$ cat src/rtl/wdog_pkg.sv
package wdog_pkg;
  localparam int REG_W = 32;

  typedef enum logic [2:0] {
    RG_INTSTAT = 3'd0,
    RG_CTRL    = 3'd1,
    RG_COUNT   = 3'd2,
    RG_MCTRL   = 3'd3,
    RG_MATCH   = 3'd4,
    RG_EXTCTL  = 3'd5,
    RG_PULSE   = 3'd6,
    RG_RSTSTAT = 3'd7
  } regSel_e;

  typedef enum logic [1:0] {
    PIN_KEEP   = 2'd0,
    PIN_LOW    = 2'd1,
    PIN_HIGH   = 2'd2,
    PIN_TOGGLE = 2'd3
  } pinAct_e;

  // strobes from control to datapath
  typedef struct packed {
    logic armed;     // counter enabled (control bit 0)
    logic run;       // advance this cycle
    logic clear;     // hold counter at zero
    logic stopClr;   // stop-on-compare action
    logic startInt;  // start system reset pulse
    logic startExt;  // start external reset pulse
  } dpCmd_t;
endpackage

$ cat src/rtl/wdog_pulse.sv
module wdog_pulse #(
  parameter int PW_W  = 16,
  parameter int EXTRA = 6
) (
  input  logic            clk,
  input  logic            rstN,
  input  logic            start,
  input  logic [PW_W-1:0] width,
  output logic            active
);
  localparam int LEN_W = PW_W + 2;

  logic [LEN_W-1:0] remain;

  always_ff @(posedge clk or negedge rstN) begin
    if (!rstN) begin
      active <= 1'b0;
      remain <= '0;
    end else if (!active) begin
      if (start) begin
        active <= 1'b1;
        remain <= LEN_W'(width) + LEN_W'(EXTRA - 1);
      end
    end else if (remain == '0) begin
      active <= 1'b0;
    end else begin
      remain <= remain - 1'b1;
    end
  end


  pulse_hold_chk: assert property (@(posedge clk) disable iff (!rstN)
    (active && remain != '0) |=> active);


  pulse_end_chk: assert property (@(posedge clk) disable iff (!rstN)
    (active && remain == '0) |=> !active);
endmodule

$ cat src/rtl/wdog_datapath.sv
module wdog_datapath
  import wdog_pkg::*;
#(
  parameter int CNT_W = 32,
  parameter int PW_W  = 16,
  parameter int EXTRA = 6
) (
  input  logic             clk,
  input  logic             rstN,
  input  dpCmd_t           cmd,
  input  logic [CNT_W-1:0] matchVal,
  input  logic [PW_W-1:0]  pulseWidth,
  output logic [CNT_W-1:0] count,
  output logic             matchEvent,
  output logic             intRst,
  output logic             extRst
);
  localparam int NUM_PULSE = 2;

  logic eqNow, eqPrev;
  logic [NUM_PULSE-1:0] startVec, activeVec;

  assign eqNow      = (count == matchVal) && cmd.armed;
  assign matchEvent = eqNow && !eqPrev;

  always_ff @(posedge clk or negedge rstN) begin
    if (!rstN) begin
      count  <= '0;
      eqPrev <= 1'b0;
    end else begin
      eqPrev <= eqNow;
      if (cmd.clear || cmd.stopClr) count <= '0;
      else if (cmd.run)            count <= count + 1'b1;
    end
  end

  assign startVec = {cmd.startExt, cmd.startInt};

  for (genvar g = 0; g < NUM_PULSE; g++) begin : gPulse
    wdog_pulse #(.PW_W(PW_W), .EXTRA(EXTRA)) uPulse (
      .clk   (clk),
      .rstN  (rstN),
      .start (startVec[g]),
      .width (pulseWidth),
      .active(activeVec[g])
    );
  end

  assign intRst = activeVec[0];
  assign extRst = activeVec[1];


  clear_zero_chk: assert property (@(posedge clk) disable iff (!rstN)
    cmd.clear |=> (count == '0));


  count_hold_chk: assert property (@(posedge clk) disable iff (!rstN)
    (!cmd.run && !cmd.clear && !cmd.stopClr) |=> $stable(count));


  single_event_chk: assert property (@(posedge clk) disable iff (!rstN)
    matchEvent |=> !matchEvent);
endmodule

$ cat src/rtl/wdog_regs.sv
module wdog_regs
  import wdog_pkg::*;
#(
  parameter int CNT_W  = 32,
  parameter int PW_W   = 16,
  parameter int ADDR_W = 6
) (
  input  logic              clk,
  input  logic              rstN,
  input  logic              tick,
  input  logic              dbgHalt,
  input  logic [ADDR_W-1:0] busAddr,
  input  logic              busWr,
  input  logic              busRd,
  input  logic [REG_W-1:0]  busWdata,
  output logic [REG_W-1:0]  busRdata,
  input  logic [CNT_W-1:0]  count,
  input  logic              matchEvent,
  output dpCmd_t            cmd,
  output logic [CNT_W-1:0]  matchVal,
  output logic [PW_W-1:0]   pulseWidth,
  output logic              irq,
  output logic              matchPin
);
  localparam int IDX_LSB = 2;
  localparam int IDX_MSB = IDX_LSB + 2;

  logic    mapped;
  regSel_e regIdx;
  logic    ctrlEn, ctrlClr, ctrlDbg;
  logic    mcInt, mcStop, mcRst, mcRstExt;
  logic    intFlag, rstCause;
  pinAct_e extAct;
  logic    wrInt, wrCtrl, wrMctrl, wrMatch, wrExt, wrPulse;
  logic    forceInt, forceExt;
  logic [REG_W-1:0] rdMux;

  assign mapped = (busAddr[ADDR_W-1:IDX_MSB+1] == '0) && (busAddr[IDX_LSB-1:0] == '0);
  assign regIdx = regSel_e'(busAddr[IDX_MSB:IDX_LSB]);

  assign wrInt   = busWr && mapped && (regIdx == RG_INTSTAT);
  assign wrCtrl  = busWr && mapped && (regIdx == RG_CTRL);
  assign wrMctrl = busWr && mapped && (regIdx == RG_MCTRL);
  assign wrMatch = busWr && mapped && (regIdx == RG_MATCH);
  assign wrExt   = busWr && mapped && (regIdx == RG_EXTCTL);
  assign wrPulse = busWr && mapped && (regIdx == RG_PULSE);

  assign forceInt = wrMctrl && busWdata[5];
  assign forceExt = wrMctrl && busWdata[6];

  always_comb begin
    cmd          = '0;
    cmd.armed    = ctrlEn;
    cmd.clear    = ctrlClr;
    cmd.run      = ctrlEn && tick && !ctrlClr && !(ctrlDbg && dbgHalt);
    cmd.stopClr  = matchEvent && mcStop;
    cmd.startInt = (matchEvent && (mcRst || mcRstExt)) || forceInt || forceExt;
    cmd.startExt = (matchEvent && mcRstExt) || forceExt;
  end

  always_ff @(posedge clk or negedge rstN) begin
    if (!rstN) begin
      ctrlEn     <= 1'b0;
      ctrlClr    <= 1'b0;
      ctrlDbg    <= 1'b0;
      mcInt      <= 1'b0;
      mcStop     <= 1'b0;
      mcRst      <= 1'b0;
      mcRstExt   <= 1'b0;
      matchVal   <= '0;
      pulseWidth <= '0;
      extAct     <= PIN_KEEP;
      matchPin   <= 1'b0;
      intFlag    <= 1'b0;
      rstCause   <= 1'b0;
    end else begin
      if (wrCtrl) begin
        ctrlEn  <= busWdata[0];
        ctrlClr <= busWdata[1];
        ctrlDbg <= busWdata[2];
      end
      if (cmd.stopClr) ctrlEn <= 1'b0;
      if (wrMctrl) begin
        mcInt    <= busWdata[0];
        mcStop   <= busWdata[2];
        mcRst    <= busWdata[3];
        mcRstExt <= busWdata[4];
      end
      if (wrMatch) matchVal   <= busWdata[CNT_W-1:0];
      if (wrPulse) pulseWidth <= busWdata[PW_W-1:0];
      if (wrExt) begin
        extAct   <= pinAct_e'(busWdata[5:4]);
        matchPin <= busWdata[0];
      end
      if (matchEvent) begin
        case (extAct)
          PIN_LOW:    matchPin <= 1'b0;
          PIN_HIGH:   matchPin <= 1'b1;
          PIN_TOGGLE: matchPin <= ~matchPin;
          default:    ;
        endcase
      end
      if (wrInt && busWdata[0]) intFlag <= 1'b0;
      if (matchEvent)           intFlag <= 1'b1;
      if (cmd.startInt || cmd.startExt) rstCause <= 1'b1;
    end
  end

  assign irq = intFlag && mcInt;

  always_comb begin
    rdMux = '0;
    case (regIdx)
      RG_INTSTAT: rdMux[0] = intFlag;
      RG_CTRL:    rdMux[2:0] = {ctrlDbg, ctrlClr, ctrlEn};
      RG_COUNT:   rdMux = REG_W'(count);
      RG_MCTRL:   rdMux[4:0] = {mcRstExt, mcRst, mcStop, 1'b0, mcInt};
      RG_MATCH:   rdMux = REG_W'(matchVal);
      RG_EXTCTL:  begin rdMux[5:4] = extAct; rdMux[0] = matchPin; end
      RG_PULSE:   rdMux = REG_W'(pulseWidth);
      RG_RSTSTAT: rdMux[0] = rstCause;
      default:    rdMux = '0;
    endcase
  end

  assign busRdata = (busRd && mapped) ? rdMux : '0;


  sticky_cause_chk: assert property (@(posedge clk) disable iff (!rstN)
    rstCause |=> rstCause);


  flag_set_chk: assert property (@(posedge clk) disable iff (!rstN)
    matchEvent |=> intFlag);


  stop_disarm_chk: assert property (@(posedge clk) disable iff (!rstN)
    (matchEvent && mcStop) |=> !ctrlEn);
endmodule

$ cat src/rtl/match_watchdog.sv
module match_watchdog
  import wdog_pkg::*;
#(
  parameter int CNT_W  = 32,
  parameter int PW_W   = 16,
  parameter int EXTRA  = 6,
  parameter int ADDR_W = 6
) (
  input  logic              clk,
  input  logic              rstN,
  input  logic              tick,
  input  logic              dbgHalt,
  input  logic [ADDR_W-1:0] busAddr,
  input  logic              busWr,
  input  logic              busRd,
  input  logic [31:0]       busWdata,
  output logic [31:0]       busRdata,
  output logic              irq,
  output logic              sysRstReq,
  output logic              extRstReq,
  output logic              matchPin
);
  dpCmd_t           cmd;
  logic [CNT_W-1:0] count, matchVal;
  logic [PW_W-1:0]  pulseWidth;
  logic             matchEvent;

  wdog_regs #(.CNT_W(CNT_W), .PW_W(PW_W), .ADDR_W(ADDR_W)) uRegs (
    .clk(clk), .rstN(rstN), .tick(tick), .dbgHalt(dbgHalt),
    .busAddr(busAddr), .busWr(busWr), .busRd(busRd),
    .busWdata(busWdata), .busRdata(busRdata),
    .count(count), .matchEvent(matchEvent), .cmd(cmd),
    .matchVal(matchVal), .pulseWidth(pulseWidth),
    .irq(irq), .matchPin(matchPin)
  );

  wdog_datapath #(.CNT_W(CNT_W), .PW_W(PW_W), .EXTRA(EXTRA)) uPath (
    .clk(clk), .rstN(rstN), .cmd(cmd), .matchVal(matchVal),
    .pulseWidth(pulseWidth), .count(count), .matchEvent(matchEvent),
    .intRst(sysRstReq), .extRst(extRstReq)
  );
endmodule

$ cat config.mk
export PLATFORM = sky130hd
export DESIGN_NAME = match_watchdog
export DESIGN_NICKNAME = d
export VERILOG_FILES = /design/src/rtl/wdog_pkg.sv /design/src/rtl/wdog_pulse.sv /design/src/rtl/wdog_datapath.sv /design/src/rtl/wdog_regs.sv /design/src/rtl/match_watchdog.sv
export SDC_FILE = /design/constraint.sdc
export NUM_CORES = 1
export LEC_CHECK = 0
export ABC_AREA = 1
export BUFFER_PORTS_ARGS = -buffer_cell sky130_fd_sc_hd__clkbuf_2
export CORE_MARGIN = 2
export CORE_UTILIZATION = 55
export CTS_CLUSTER_SIZE = 28
export DETAILED_ROUTE_END_ITERATION = 10
export HOLD_SLACK_MARGIN = 0.05
export PLACE_DENSITY = 0.78
export SYNTH_ARGS = -nofsm -noshare
export SYNTH_HDL_FRONTEND = slang
export SYNTH_SLANG_ARGS = --single-unit
$ cat constraint.sdc
create_clock -name clk -period 1.8 [get_ports clk]
set_input_delay 0.18 -clock clk [delete_from_list [all_inputs] [get_ports clk]]
set_output_delay 0.18 -clock clk [all_outputs]
set_load 0.02 [all_outputs]
After elaboration in Yosys (flattened, before gate mapping) --
Cells that the tools add are included.
Storage, ports and cells: flip-flop bits (word level) 131, bits of input ports 44, output and inout bits 36, logic and storage cells 108
Operators by class: add/subtract/negate cells 4, equal/unequal tests 13, muxes and demuxes 28, bitwise logic cells 2, reduce and logical (&&, ||, !) cells 42
Operator list (number):
- $mux 18 | 6
- $mux 32 | 3
- $pmux 26 s3 | 1
- $logic_not 18->1 | 2
- $sub 18x1->18 const B | 2
- $add 32x1->32 const B | 1
- $eq 32x32->1 | 1
- $logic_and 1x1->1 | 22
- $add 16x3->17 const B | 1
- $eq 3x3->1 const B | 4
- $mux 1 | 12
- $pmux 2 s5 | 1
- $reduce_bool 2->1 | 5
- $pmux 1 s4 | 2
- $pmux 1 s8 | 1
- $eq 3x2->1 const B | 2
- $logic_or 1x1->1 | 6
- $pmux 1 s5 | 1
- $eq 2x2->1 const B | 2
- $ne 2x2->1 const B | 2
- $reduce_and 2->1 | 2
- $eq 3x1->1 const B | 1
- $logic_not 1->1 | 3
- $logic_not 3->1 | 1
- other kinds (4) | 5

Depth between registers and ports, before layout --
word-level depth 9, gate-level depth with buffers 14, depth with buffers taken out 13

Hierarchy --
Synthesis repeated with hierarchy kept, for this count alone.
Unflattened totals: cell total of the unflattened synthesis 1407, area, all modules 9281.4 um^2
Modules (own cells, without submodules):
- wdog_pulse | times used 2, cells an instance 285, area each 1771.7 um^2, sequential area each 475.5 um^2
- wdog_regs | times used 1, cells an instance 453, area each 3269.4 um^2, sequential area each 1501.4 um^2
- wdog_datapath | times used 1, cells an instance 384, area each 2468.6 um^2, sequential area each 825.8 um^2

Least setup slack after synthesis --
Ideal clock, no wire load.
path type reg-to-reg, start register uPath.count[22], end register uPath.gPulse[1].uPulse.remain[6], arrival 1.639 ns, setup slack 0.044 ns, stages on the path, launching flop included 13, path buffers 2, path through dfrtp_1 > clkbuf_1 > xnor2_1 > nand2_1 > nor2_1 > nand2_1 > nor2_4 > nand4_2 > nand3_4 > nand2_4 > buf_6 > nand2_1 > nand2_1
On the way: word-level cells in the longest chain between the ends 7
RTL lines:
- from (decl) | RTL line wdog_datapath.sv:13 | output logic [CNT_W-1:0] count,
- from (signal assigned) | RTL line wdog_datapath.sv:33 | else if (cmd.run) count <= count + 1'b1;
- $eq 32x32->1 | RTL line wdog_datapath.sv:23 | assign eqNow = (count == matchVal) && cmd.armed;
- $logic_and 1x1->1 | RTL line wdog_datapath.sv:23
- $logic_and 1x1->1 | RTL line wdog_datapath.sv:24 | assign matchEvent = eqNow && !eqPrev;
- $logic_and 1x1->1 | RTL line wdog_regs.sv:58 | cmd.startExt = (matchEvent && mcRstExt) || forceExt;
- $logic_or 1x1->1 | RTL line wdog_regs.sv:58
- $reduce_bool 2->1 (no source line)
- $reduce_and 2->1 (no source line)
- to (signal assigned) | RTL line wdog_pulse.sv:22 | remain <= LEN_W'(width) + LEN_W'(EXTRA - 1);
- to (signal assigned) | RTL line wdog_pulse.sv:27 | remain <= remain - 1'b1;
- to (decl) | RTL line wdog_pulse.sv:13 | logic [LEN_W-1:0] remain;
Every way passes these cells. A chain may end at the register's enable or synchronous reset.

Final worst setup path --
start register uRegs.matchVal[3], end register uPath.count[4]
On the way: word-level cells in the longest chain between the ends 6
RTL lines:
- from (decl) | RTL line wdog_regs.sv:20 | output logic [CNT_W-1:0] matchVal,
- from (signal assigned) | RTL line wdog_regs.sv:89 | if (wrMatch) matchVal <= busWdata[CNT_W-1:0];
- $eq 32x32->1 (*) | RTL line wdog_datapath.sv:23
- $logic_and 1x1->1 (*) | RTL line wdog_datapath.sv:23
- $logic_and 1x1->1 (*) | RTL line wdog_datapath.sv:24
- $logic_and 1x1->1 (*) | RTL line wdog_regs.sv:56 | cmd.stopClr = matchEvent && mcStop;
- $logic_or 1x1->1 (*) | RTL line wdog_datapath.sv:32 | if (cmd.clear || cmd.stopClr) count <= '0;
- $mux 32 or $reduce_bool 2->1 (tied branches)
Every way passes the cells marked *; elsewhere a longest branch is shown, timed or not.

==> run_results.csv <==
group,metric,value,unit
logic_synthesis,yosysMostFrequentCell,"nand2_1",
worst_setup_path,timing.rr.start,"uRegs.matchVal[3]",
global_routing,grt_antenna_before_repair,0,
logic_synthesis,ys_seq_area_share,38.92,%
logic_synthesis,synth.ff_latch_count,131,
floorplanning,start_util,55.81,%
logic_synthesis,yosysWarningCount,0,
global_routing,overflow,0,
logic_synthesis,synth-async-reset-ratio,100.0,%
routing,routed_via_density,6.111,
timing,fin_crit,2.276,ns
pwr,p_clk_share,27.1,%
pwr,p_sw_share,39.69,%
routing,antenna_left,0,
timing,skew,0.009580,ns
pwr,max-vdd-ir-drop,0.7879,mV
cells_and_area,drive_gt1_share,33.84,%
cells_and_area,final_nets,1543,
logic_synthesis,synth_area,8422,um^2
pwr,leakagePower,5.805,nW
cts,clockBufferDepth,2,
cts,numCtsBuffers,17,
timing,slew_headroom,61.78,%
cts,root_buffer,"clkbuf_16",
routing,vias,10340,
cts,cts_tree,"done",
pwr,pwr-share-seq,34.6,%
logic_synthesis,synth-edff-count,0,
pwr,p_per_area,1012,nW/um^2
logic_synthesis,synth_top_area_cell,"dfrtp_1",
worst_hold_path,hold_path.startpoint,"busWdata[6]",
worst_setup_path,critPathRequiredTime,2.11,ns
pwr,p_int,7.452,mW
floorplanning,ioPinCount,80,
cts,clock_latency,0.44,ns
timing,period_share,126.4,%
pwr,power_switching,4.905,mW
floorplanning,core,15090,um^2
global_routing,grt_pass1_wl,44.44,mm
worst_setup_path,path_class,"reg -> reg",
floorplanning,rows,45,
logic_synthesis,synthTopCellsByCount,"nand2_1 (361), nor2_1 (134), dfrtp_1 (131)",
worst_setup_path,arrival,2.59,ns
timing,final-setup-viol-count,79,
logic_synthesis,synth_nets,1251,
routing,drt_iter0_markers,1472,
worst_setup_path,reg2reg_slack,-0.48,ns
global_routing,grt_util_all_layers,34.60,%
logic_synthesis,yosys.area.top_type_share,38.92,%
place,dp_slack,-0.1061,ns
place,dpl_cell_area,10110,um^2
worst_setup_path,cp-start-kind,"register",
timing,tightest_slew,0.5727,ns
worst_hold_path,hp-class,"in -> reg",
cells_and_area,n_fill_cell,890,
logic_synthesis,synthFlopType,"dfrtp_1",
global_routing,grt_max_degree,51,
global_routing,first_global_vias,9277,
cells_and_area,area_delta_synth_final,44.97,%
cells_and_area,final_cell_area,12210,um^2
routing,wl_per_cell,19.74,um
place,io_buffers,79,
cts,htreeDepth,4,
place,dp_hpwl,19.26,mm
timing,hold_viol_final,0,
outcome,failed_checks,"negative setup slack",
cts,clkTransAtPathRegs,0.06,ns
routing,drtPass1Iterations,9,
routing,routed_wl,33.40,mm
place,gp_congestion,0.9322,
timing,drv_slew,0,
logic_synthesis,synthCells,1201,
floorplanning,dieArea,16320,um^2
worst_setup_path,startpoint,"uRegs.matchVal[3]",
floorplanning,die_h,127.7,um
cts,clkSinkCount,131,
timing,max_freq,439.4,MHz
job,cap_violations,0,
worst_setup_path,cp_max_fo,8,
logic_synthesis,yosys-top-cells-area,"dfrtp_1 (39%), nand2_1 (16%), nor2_1 (6.0%), xor2_1 (5.7%), inv_1 (5.2%)",
outcome,status,"finished, violations left",
pwr,power_frac_comb,38.4,%
worst_setup_path,end_kind,"register",
timing,rsz0062_at_grt,"true",
floorplanning,die_w,127.7,um
logic_synthesis,post_synth.cell_area_avg,7.012,um^2
cells_and_area,diodes,0,
timing,fin_ws,-0.4761,ns
routing,drcViolationCount,0,
logic_synthesis,yosysUniqueCellTypes,44,
-- cell families (layout without fill, tap and decap cells) --
group                      Yosys count  count (layout)  share of synthesized area (%)
DFF                                131             131                          38.92
muxes                                7               7                         0.9360
buffers and inverters              176             476                          8.290
adders and majority gates            6               6                         0.8914
and+or+nand+nor                    659             662                          34.13
AOI/OAI and AO/OA                  158             158                          10.18
xor gates and xnor gates            64              64                          6.656
-- power by group through the flow --
| stage | clock (mW) | sequential, mW | combinational [mW] |
|---|---|---|---|
| after detailed placement | 0 | 4.21 | 3.77 |
| after floorplan | 0 | 4.08 | 2.42 |
| after global placement | 0 | 4.20 | 3.68 |
| after CTS | 3.32 | 4.18 | 3.98 |
| after global routing | 3.45 | 4.33 | 5.16 |
| final | 3.34 | 4.27 | 4.74 |
-- layout make-up --
| class | instances | area (um^2) | area share, % |
|---|---|---|---|
| Clock buffer | 21 | 470.5 | 3.853 |
| Clock inverter | 9 | 82.58 | 0.6764 |
| Inverter | 138 | 526.8 | 4.314 |
| Multi-Input combinational cell | 897 | 5177 | 42.41 |
| Sequential cell | 131 | 3281 | 26.87 |
| Tap cell | 188 | 235.2 | 1.927 |
| Timing Repair Buffer | 308 | 2436 | 19.95 |
-- flip-flops by register name, indices dropped and copies added, names as in the netlist, 2 cells and up --
register	count
uRegs.matchVal	32
uRegs.pulseWidth	16
uPath.count	32
uPath.gPulse.uPulse.remain	36
uRegs.extAct	2
uPath.gPulse.uPulse.active	2
-- metal layers --
layer	wire length [um]	track usage (%)	vias to the layer above
met5	0	0	-
met4	2999	23.92	0
met3	3182	5.634	286
met2	15850	60.21	838
met1	11360	38.83	4761
li1	-	-	4455
-- worst paths after layout --
| path | endpoint | cells after the start |
|---|---|---|
| setup / recovery | uPath.count[4] | 13 |
| hold / removal | uRegs.matchVal[6] | 3 |
| setup reg to reg | uPath.count[4] | 13 |
| hold reg to reg | uRegs.rstCause | 2 |
| max in group asynchronous | uPath.count[1] | 3 |
| min in group asynchronous | uPath.gPulse[1].uPulse.remain[13] | 2 |
-- cells in the final DEF (no fill, tap or decap), types with 4 or more instances in the layout --
cell,netlist,routed
nand3_2,1,36
dfrtp_1,131,129
nor3_2,1,5
buf_4,3,176
o21ai_0,84,80
mux2_2,7,7
nand3_4,2,5
nor2_4,2,12
dlygate4sd3_1,0,31
o21ai_1,1,4
buf_6,3,17
nor2_1,134,101
inv_2,21,35
o22ai_1,19,14
nor4_1,6,5
nor3_1,16,12
nor2_2,6,29
nand2_4,2,5
nand2_8,0,4
nand3_1,76,38
inv_1,117,100
clkbuf_16,0,20
nand2_2,4,27
xor2_2,0,4
clkbuf_2,0,71
clkinv_2,0,4
ha_1,6,4
buf_12,0,8
xor2_1,55,51
xnor2_1,9,6
a31oi_1,4,4
nand4_1,33,33
nand2_1,361,334
a21oi_1,40,39
-- stage by stage --
stage | std cells | hold WS (ns) | power [mW] | setup TNS, ns | utilization (%)
final | 1692 | 0.08091 | 12.36 | -31.51 | 80.91
after global routing | 1692 | 0.08419 | 12.93 | -33.21 | 80.91
after CTS | 1662 | 0.05678 | 11.48 | -4.675 | 74.73
after detailed placement | 1582 | 0.1272 | 7.985 | -4.833 | 67.03
after global placement | 1582 | 0.1231 | 7.884 | -2.815 | 67.03
after floorplan | 1201 | -0.1156 | 6.507 | 0 | -
-- critical path, stage by stage, from the launching register on --
cell	delay, ns
dfrtp_1	0.43
inv_1	0.11
nand2_1	0.13
nand2_1	0.08
nor2_1	0.18
nand2_1	0.13
nor2_2	0.14
nand2_2	0.09
nor2_4	0.18
buf_12	0.15
nand4_4	0.11
nand2_8	0.17
clkbuf_16	0.19
nor3_1	0.06
-- repair_timing --
item	4_1_cts	5_1_grt
hold buffers	31	0
resized for setup	34	179
cloned	2	6
buffers inserted	17	24
endpoints found under the setup margin	71	100
pin swaps	22	78
hold endpoints to repair	82	0
Note: power is estimated with default switching activity, not from simulation.
